<file path="src/rtl/mdio_pkg.sv">
package mdio_pkg;
  localparam int ADDR_W  = 5;
  localparam int DATA_W  = 16;
  localparam int PRE_LEN = 32;
  localparam int IDX_W   = 7;

  typedef logic [IDX_W-1:0] idx_t;

  typedef struct packed {
    logic oe;
    logic o;
  } drv_t;

  // Bit-period positions inside a frame
  localparam idx_t ST0_IDX    = idx_t'(PRE_LEN);
  localparam idx_t ST1_IDX    = idx_t'(PRE_LEN + 1);
  localparam idx_t OP0_IDX    = idx_t'(PRE_LEN + 2);
  localparam idx_t OP1_IDX    = idx_t'(PRE_LEN + 3);
  localparam idx_t PHY_IDX    = idx_t'(PRE_LEN + 4);
  localparam idx_t REG_IDX    = idx_t'(PRE_LEN + 4 + ADDR_W);
  localparam idx_t TA_IDX     = idx_t'(PRE_LEN + 4 + 2*ADDR_W);
  localparam idx_t TA1_IDX    = idx_t'(PRE_LEN + 5 + 2*ADDR_W);
  localparam idx_t RD_LAST    = idx_t'(PRE_LEN + 5 + 2*ADDR_W + DATA_W);
  localparam idx_t WR_LAST    = idx_t'(PRE_LEN + 6 + 2*ADDR_W + DATA_W);
  localparam idx_t FLUSH_LAST = idx_t'(2*PRE_LEN + 4 + 2*ADDR_W);
  localparam idx_t PHY_MSB    = idx_t'(PRE_LEN + 3 + ADDR_W);
  localparam idx_t REG_MSB    = idx_t'(PRE_LEN + 3 + 2*ADDR_W);
  localparam idx_t WD_MSB     = idx_t'(PRE_LEN + 5 + 2*ADDR_W + DATA_W);

  // Line state the master presents during a given bit period
  function automatic drv_t frame_drive(idx_t idx, logic rd,
                                       logic [ADDR_W-1:0] phy,
                                       logic [ADDR_W-1:0] rg,
                                       logic [DATA_W-1:0] wd);
    drv_t d;
    idx_t off;
    d.oe = 1'b1;
    d.o  = 1'b1;
    off  = '0;
    if (idx < ST0_IDX)       d.o = 1'b1;
    else if (idx == ST0_IDX) d.o = 1'b0;
    else if (idx == ST1_IDX) d.o = 1'b1;
    else if (idx == OP0_IDX) d.o = rd;
    else if (idx == OP1_IDX) d.o = ~rd;
    else if (idx < REG_IDX) begin
      off = PHY_MSB - idx;
      d.o = phy[off[2:0]];
    end else if (idx < TA_IDX) begin
      off = REG_MSB - idx;
      d.o = rg[off[2:0]];
    end else if (rd) begin
      d.oe = 1'b0;
    end else if (idx == TA_IDX) d.o = 1'b1;
    else if (idx == TA1_IDX)    d.o = 1'b0;
    else if (idx < WR_LAST) begin
      off = WD_MSB - idx;
      d.o = wd[off[3:0]];
    end else begin
      d.oe = 1'b0;
    end
    return d;
  endfunction

  // Final bit period of a frame
  function automatic idx_t last_idx(logic rd, logic absent);
    if (!rd)    return WR_LAST;
    if (absent) return FLUSH_LAST;
    return RD_LAST;
  endfunction

  // Data bit window of a read (periods after the turnaround, before the tail)
  function automatic logic in_rd_window(idx_t idx);
    return (idx > TA_IDX) && (idx < RD_LAST);
  endfunction
endpackage

</file>
<file path="src/rtl/mdio_sync.sv">
module mdio_sync #(
  parameter int   STAGES  = 2,
  parameter logic RST_VAL = 1'b1
) (
  input  logic clk,
  input  logic rst,
  input  logic din,
  output logic dout
);
  logic [STAGES-1:0] chain_q;

  generate
    if (STAGES == 1) begin : g_one
      always_ff @(posedge clk) begin
        if (rst) chain_q <= RST_VAL;
        else     chain_q <= din;
      end
    end else begin : g_many
      always_ff @(posedge clk) begin
        if (rst) chain_q <= {STAGES{RST_VAL}};
        else     chain_q <= {chain_q[STAGES-2:0], din};
      end
    end
  endgenerate

  assign dout = chain_q[STAGES-1];
endmodule

</file>
<file path="src/rtl/mdio_clkgen.sv">
module mdio_clkgen #(
  parameter int HALF_PERIOD = 4
) (
  input  logic clk,
  input  logic rst,
  input  logic kick,
  input  logic stop,
  output logic mdc,
  output logic running,
  output logic bit_edge
);
  localparam int CW = (HALF_PERIOD < 2) ? 1 : $clog2(HALF_PERIOD);
  localparam logic [CW-1:0] CNT_END = CW'(HALF_PERIOD - 1);

  logic [CW-1:0] cnt_q;
  logic          mdc_q;
  logic          run_q;
  logic          phase_end;

  assign phase_end = run_q && (cnt_q == CNT_END);
  assign bit_edge  = phase_end && mdc_q;

  always_ff @(posedge clk) begin
    if (rst) begin
      run_q <= 1'b0;
      mdc_q <= 1'b1;
      cnt_q <= '0;
    end else if (kick && !run_q) begin
      run_q <= 1'b1;
      mdc_q <= 1'b0;
      cnt_q <= '0;
    end else if (phase_end) begin
      cnt_q <= '0;
      if (!mdc_q)    mdc_q <= 1'b1;
      else if (stop) run_q <= 1'b0;
      else           mdc_q <= 1'b0;
    end else if (run_q) begin
      cnt_q <= cnt_q + 1'b1;
    end
  end

  assign mdc     = mdc_q;
  assign running = run_q;

  // clock rests high outside a frame
  a_r1_idle_mdc_high: assert property (@(posedge clk) disable iff (rst)
    !run_q |-> mdc_q);
endmodule

</file>
<file path="src/rtl/mdio_seq.sv">
module mdio_seq
  import mdio_pkg::*;
(
  input  logic              clk,
  input  logic              rst,
  input  logic              start,
  input  logic              rd_wr,
  input  logic [ADDR_W-1:0] phy_addr,
  input  logic [ADDR_W-1:0] reg_addr,
  input  logic [DATA_W-1:0] wr_data,
  input  logic              running,
  input  logic              bit_edge,
  input  logic              line_in,
  output logic              kick,
  output logic              stop,
  output logic              mdio_o,
  output logic              mdio_oe,
  output logic [DATA_W-1:0] rd_data,
  output logic              err,
  output logic              done
);
  idx_t              idx_q;
  logic              rd_q;
  logic              absent_q;
  logic [ADDR_W-1:0] phy_q;
  logic [ADDR_W-1:0] reg_q;
  logic [DATA_W-1:0] wd_q;
  logic [DATA_W-1:0] shift_q;
  drv_t              next_drv;

  assign kick     = start && !running;
  assign stop     = (idx_q == last_idx(rd_q, absent_q));
  assign next_drv = frame_drive(idx_q + 1'b1, rd_q, phy_q, reg_q, wd_q);

  always_ff @(posedge clk) begin
    if (rst) begin
      idx_q    <= '0;
      rd_q     <= 1'b0;
      absent_q <= 1'b0;
      phy_q    <= '0;
      reg_q    <= '0;
      wd_q     <= '0;
      shift_q  <= '0;
      mdio_o   <= 1'b1;
      mdio_oe  <= 1'b0;
      rd_data  <= '0;
      err      <= 1'b0;
      done     <= 1'b0;
    end else begin
      done <= 1'b0;
      if (kick) begin
        idx_q    <= '0;
        rd_q     <= rd_wr;
        absent_q <= 1'b0;
        phy_q    <= phy_addr;
        reg_q    <= reg_addr;
        wd_q     <= wr_data;
        mdio_oe  <= 1'b1;
        mdio_o   <= 1'b1;
      end else if (bit_edge) begin
        if (stop) begin
          done    <= 1'b1;
          mdio_oe <= 1'b0;
          mdio_o  <= 1'b1;
          err     <= rd_q && absent_q;
          if (rd_q) rd_data <= absent_q ? '1 : shift_q;
        end else begin
          idx_q   <= idx_q + 1'b1;
          mdio_oe <= next_drv.oe;
          mdio_o  <= next_drv.o;
          if (rd_q) begin
            if (idx_q == TA_IDX)
              absent_q <= line_in;
            else if (!absent_q && in_rd_window(idx_q))
              shift_q <= {shift_q[DATA_W-2:0], line_in};
          end
        end
      end
    end
  end

  // end-of-frame pulse lasts one cycle
  a_r10_done_single: assert property (@(posedge clk) disable iff (rst)
    done |=> !done);
  // line released when the frame is reported over
  a_r10_done_released: assert property (@(posedge clk) disable iff (rst)
    done |-> !mdio_oe);
  // an absent PHY always reports all ones
  a_r9_absent_ones: assert property (@(posedge clk) disable iff (rst)
    (done && err) |-> (rd_data == '1));
  // a strobe during a frame leaves the captured request alone
  a_r11_busy_hold: assert property (@(posedge clk) disable iff (rst)
    (running && start) |=> ($stable(phy_q) && $stable(reg_q) && $stable(rd_q) && $stable(wd_q)));
endmodule

</file>
<file path="src/rtl/mgmt_mdio_master.sv">
module mgmt_mdio_master
  import mdio_pkg::*;
#(
  parameter int HALF_PERIOD = 4,
  parameter int SYNC_STAGES = 2
) (
  input  logic              clk,
  input  logic              rst,
  input  logic              start,
  input  logic              rd_wr,
  input  logic [ADDR_W-1:0] phy_addr,
  input  logic [ADDR_W-1:0] reg_addr,
  input  logic [DATA_W-1:0] wr_data,
  output logic [DATA_W-1:0] rd_data,
  output logic              done,
  output logic              err,
  output logic              mdc,
  output logic              mdio_o,
  output logic              mdio_oe,
  input  logic              mdio_i
);
  logic kick;
  logic stop;
  logic running;
  logic bit_edge;
  logic line_in;

  mdio_sync #(.STAGES(SYNC_STAGES), .RST_VAL(1'b1)) u_sync (
    .clk  (clk),
    .rst  (rst),
    .din  (mdio_i),
    .dout (line_in)
  );

  mdio_clkgen #(.HALF_PERIOD(HALF_PERIOD)) u_clk (
    .clk      (clk),
    .rst      (rst),
    .kick     (kick),
    .stop     (stop),
    .mdc      (mdc),
    .running  (running),
    .bit_edge (bit_edge)
  );

  mdio_seq u_seq (
    .clk      (clk),
    .rst      (rst),
    .start    (start),
    .rd_wr    (rd_wr),
    .phy_addr (phy_addr),
    .reg_addr (reg_addr),
    .wr_data  (wr_data),
    .running  (running),
    .bit_edge (bit_edge),
    .line_in  (line_in),
    .kick     (kick),
    .stop     (stop),
    .mdio_o   (mdio_o),
    .mdio_oe  (mdio_oe),
    .rd_data  (rd_data),
    .err      (err),
    .done     (done)
  );

  // the data line moves only while the clock is low
  a_r6_change_when_low: assert property (@(posedge clk) disable iff (rst)
    (!$stable(mdio_o) || !$stable(mdio_oe)) |-> !mdc);
endmodule

</file>
<file path="config.mk">
export PLATFORM = sky130hd
export DESIGN_NAME = mgmt_mdio_master
export DESIGN_NICKNAME = d
export VERILOG_FILES = /design/src/rtl/mdio_pkg.sv /design/src/rtl/mdio_sync.sv /design/src/rtl/mdio_clkgen.sv /design/src/rtl/mdio_seq.sv /design/src/rtl/mgmt_mdio_master.sv
export SDC_FILE = /design/constraint.sdc
export NUM_CORES = 1
export LEC_CHECK = 0
export BUFFER_PORTS_ARGS = -buffer_cell sky130_fd_sc_hd__buf_2
export CORE_UTILIZATION = 60
export CTS_CLUSTER_SIZE = 28
export DETAILED_ROUTE_END_ITERATION = 7
export PLACE_DENSITY = 0.86
export REMOVE_ABC_BUFFERS = 1
export SYNTH_ARGS = -nofsm -noshare
export SYNTH_HDL_FRONTEND = slang
export SYNTH_HIERARCHICAL = 1
export SYNTH_SLANG_ARGS = --single-unit
export TNS_END_PERCENT = 100
</file>
<file path="constraint.sdc">
create_clock -name clk -period 7.2 [get_ports clk]
set_input_delay 1.08 -clock clk [delete_from_list [all_inputs] [get_ports clk]]
set_output_delay 1.08 -clock clk [all_outputs]
set_load 0.1 [all_outputs]
</file>
==> out/results.ini <==
[finish]
diodes=0
multi_input_area_mm2=0.001927
fillCellCount=480
nets=502
area_growth_pct=11.27
layout-drive-gt1-share_pct=18.42
register_area_mm2=0.001541
final_area_mm2=0.004053

[drt]
ant_nets=0
first_pass_iters=5
drt_wl_total_mm=7.702
vias=3111
drtIter0Drc=203
remaining_drc_errors=0
wl_per_cell_um=14.21
vias_per_cell=5.740

[power]
switching_share_pct=24.64
peakVddDrop_mv=0.1327
p_int_uw=618.1
switchingPower_uw=202.1
comb_power_share_pct=6.9
powerDensity_mw_per_mm2=202.4
clkPwrFrac_pct=38.7
leakagePower_uw=0.001741
seq_power_share_pct=54.4

[synth]
ys.flop_type=dfxtp_1
seq_area_frac_synth_pct=42.32
synth.distinct_cells=52
async_flop_share_pct=0
netlist_area_mm2=0.003642
synth.avg_cell_area_um2=8.510
synth_seq_cells=77
syn_inst=428
synth_edf_count=0
yosysWarnings=6

[clocking]
ctsHoldBuffers=0
cts_tree=yes
cts.path.max_buffers=2
numCtsBuffers=9
cts.clk_slew.worst_paths_ps=80
post_cts_buffers=0
cts_resized=0
cts_sinks=77
cts-htree-levels=3
clk_latency_ps=350
cts_root_buf=clkbuf_8

[floorplan]
core_area_mm2=0.005886
die_width_um=79.91
rows=28
die_h_um=79.91
die_area_mm2=0.006386
ios=52
start_util_pct=61.88

[worst_setup_path]
reg2reg_depth=10
cp-end-kind=flip-flop
r2r_slack_ps=3890
r2r-end=u_seq/mdio_o$_SDFFE_PP1P_
crit_arrival_ps=3550
crit_required_ps=7440
r2r_start=u_seq/idx_q[0]$_SDFFE_PP0P_
path_max_fanout=21
path_cells=inv_1, ha_1, inv_1, ha_1, nor2b_1, o22ai_1, a211oi_1, o21ai_0, a31oi_1, a211oi_2
crit_path_max_incr_delay_ps=870
critPathLaunchType=flip-flop
slowest_stage=dfxtp_1
worstSetupPathType=flip-flop to flip-flop

[timing]
clock_skew_ps=8.563
tightest_slew_ps=923.9
min_period_ps=3307
fmax_mhz=302.4
finalHoldViolCount=0
maxSlewHeadroom_pct=38.34
setup_viol=0
rsz0062_at_grt=no
fin_crit_sh_pct=45.93
fin_setup_tns_ps=0
slew_violations=0

[placed_design]
placed_area_mm2=0.003862
place_congestion=0.9552
port_buffers=51
dpl.hpwl_mm=5.029

[worst_hold_path]
min_path_cells=1
hold_end=u_sync/chain_q[1]$_SDFF_PP1_
hp-class=flip-flop to flip-flop
worstHoldStart=u_sync/chain_q[0]$_SDFF_PP1_

[global_route]
grt_pass1_vias=2740
grt_use_total_pct=25.91
grt_pass1_wl_mm=12.67
gr-total-overflow=0
grt_start_max_net_pins=70
antenna_found_initial=0

[run_status]
status=finished, final reports clean

[run]
drv_cap=0

cells in the final DEF (no fill, tap or decap), types with 2 or more instances in the layout:
master / count
a211oi_2: 3
a21o_1: 2
a21oi_1: 35
a31oi_1: 4
and2b_1: 2
and3_1: 6
buf_2: 51
buf_4: 2
clkbuf_8: 9
clkinv_2: 3
dfxtp_1: 77
ha_1: 9
inv_1: 8
mux2i_1: 21
mux4_1: 2
mux4_2: 4
nand2_1: 69
nand2b_1: 5
nand3_1: 6
nand4_1: 7
nor2_1: 50
nor2_2: 2
nor2b_1: 5
nor3_1: 37
o211ai_2: 2
o21ai_0: 4
o22ai_1: 2
or2_1: 2
or2_2: 2
or3_1: 2
xnor2_1: 6
xor2_1: 5
logic make-up (layout without fill, tap and decap cells):
| logic type | count (synthesis) | after routing | share of synthesized area (%) |
|---|---|---|---|
| AO/OA/AOI/OAI | 61 | 61 | 10.86 |
| XOR/XNOR | 11 | 11 | 2.645 |
| adder cells (fa/ha/maj) | 9 | 9 | 3.092 |
| buffers and inverters | 38 | 77 | 4.775 |
| flip-flops | 77 | 77 | 42.32 |
| multiplexers | 28 | 28 | 9.997 |
| AND/OR/NAND/NOR | 204 | 204 | 26.31 |
state kept, by name, indices dropped and copies added, names as in the netlist, 2 cells and up:
register	cells
u_seq/rd_data	16
u_seq/shift_q	16
u_seq/wd_q	16
u_seq/idx_q	7
u_seq/phy_q	5
u_seq/reg_q	5
u_clk/cnt_q	2
u_sync/chain_q	2
Yosys cell counts (2+ instances only):
master	instances	area (um^2)
a211oi_2	3	37.54
a21o_1	2	15.01
a21oi_1	35	175.2
a31oi_1	4	25.02
and2b_1	2	15.01
and3_1	6	37.54
buf_1	4	15.01
buf_2	7	35.03
buf_4	4	30.03
clkbuf_1	14	52.55
dfxtp_1	77	1541
ha_1	9	112.6
inv_1	8	30.03
mux2i_1	21	210.2
mux4_1	2	52.55
mux4_2	4	90.09
nand2_1	69	259.0
nand2b_1	5	31.28
nand3_1	6	30.03
nand4_1	7	43.79
nor2_1	50	187.7
nor2_2	2	12.51
nor2b_1	5	31.28
nor3_1	37	185.2
o211ai_2	2	25.02
o21ai_0	4	20.02
o22ai_1	2	12.51
or2_1	2	12.51
or2_2	2	12.51
or3_1	2	12.51
xnor2_1	6	52.55
xor2_1	5	43.79
worst max-delay path by stage:
stage                               endpoint  depth (start not counted)                         from
2_1_floorplan  u_seq/shift_q[0]$_SDFFE_PP0P_                          6                        start
3_3_place_gp   u_seq/shift_q[5]$_SDFFE_PP0P_                          8                        start
3_5_place_dp   u_seq/shift_q[0]$_SDFFE_PP0P_                          8                        start
4_1_cts            u_seq/mdio_o$_SDFFE_PP1P_                         11  u_seq/idx_q[0]$_SDFFE_PP0P_
5_1_grt            u_seq/mdio_o$_SDFFE_PP1P_                         11  u_seq/idx_q[0]$_SDFFE_PP0P_
6_report           u_seq/mdio_o$_SDFFE_PP1P_                         10  u_seq/idx_q[0]$_SDFFE_PP0P_
final cells by class:
type,count,area share [%]
Multi-Input combinational cell,313,47.55
Sequential cell,77,38.04
Timing Repair Buffer,53,6.669
Clock buffer,10,3.149
Tap cell,75,2.316
Clock inverter,6,1.544
Inverter,8,0.7410
per-stage QoR:
| step | hold slack (ps) | worst slack (ps) | util, % | cells | power (uW) |
|---|---|---|---|---|---|
| after floorplan | 383.2 | 3968 | - | 398 | 487.8 |
| after global placement | 387.1 | 3962 | 65.63 | 526 | 510.0 |
| after detailed placement | 394.6 | 3915 | 65.63 | 526 | 512.1 |
| after CTS | 417.7 | 3922 | 68.86 | 542 | 825.2 |
| after global routing | 459.5 | 3579 | 68.86 | 542 | 852.5 |
| final | 420.6 | 3893 | 68.86 | 542 | 820.2 |
critical path: cells and delay by family (launching register included):
kind | cells | cell delay [ps]
AO/OA/AOI/OAI | 5 | 1080
flip-flops | 1 | 870
adder cells (fa/ha/maj) | 2 | 790
buffers and inverters | 2 | 330
AND/OR/NAND/NOR | 1 | 110
power groups by stage:
stage	logic, uW	clock network (uW)	registers [uW]
after floorplan	26.9	0	461
after global placement	55.1	0	455
after detailed placement	56.7	0	455
after CTS	56.8	323	446
after global routing	63.1	342	447
final	56.8	318	446
per-layer routing:
layer  wire [um]  track usage, %
met1        3441           35.01
met2        3674           38.72
met3         384           5.829
met4         201           13.04
met5           0               0
No activity file was read; power rests on OpenSTA's default activity.
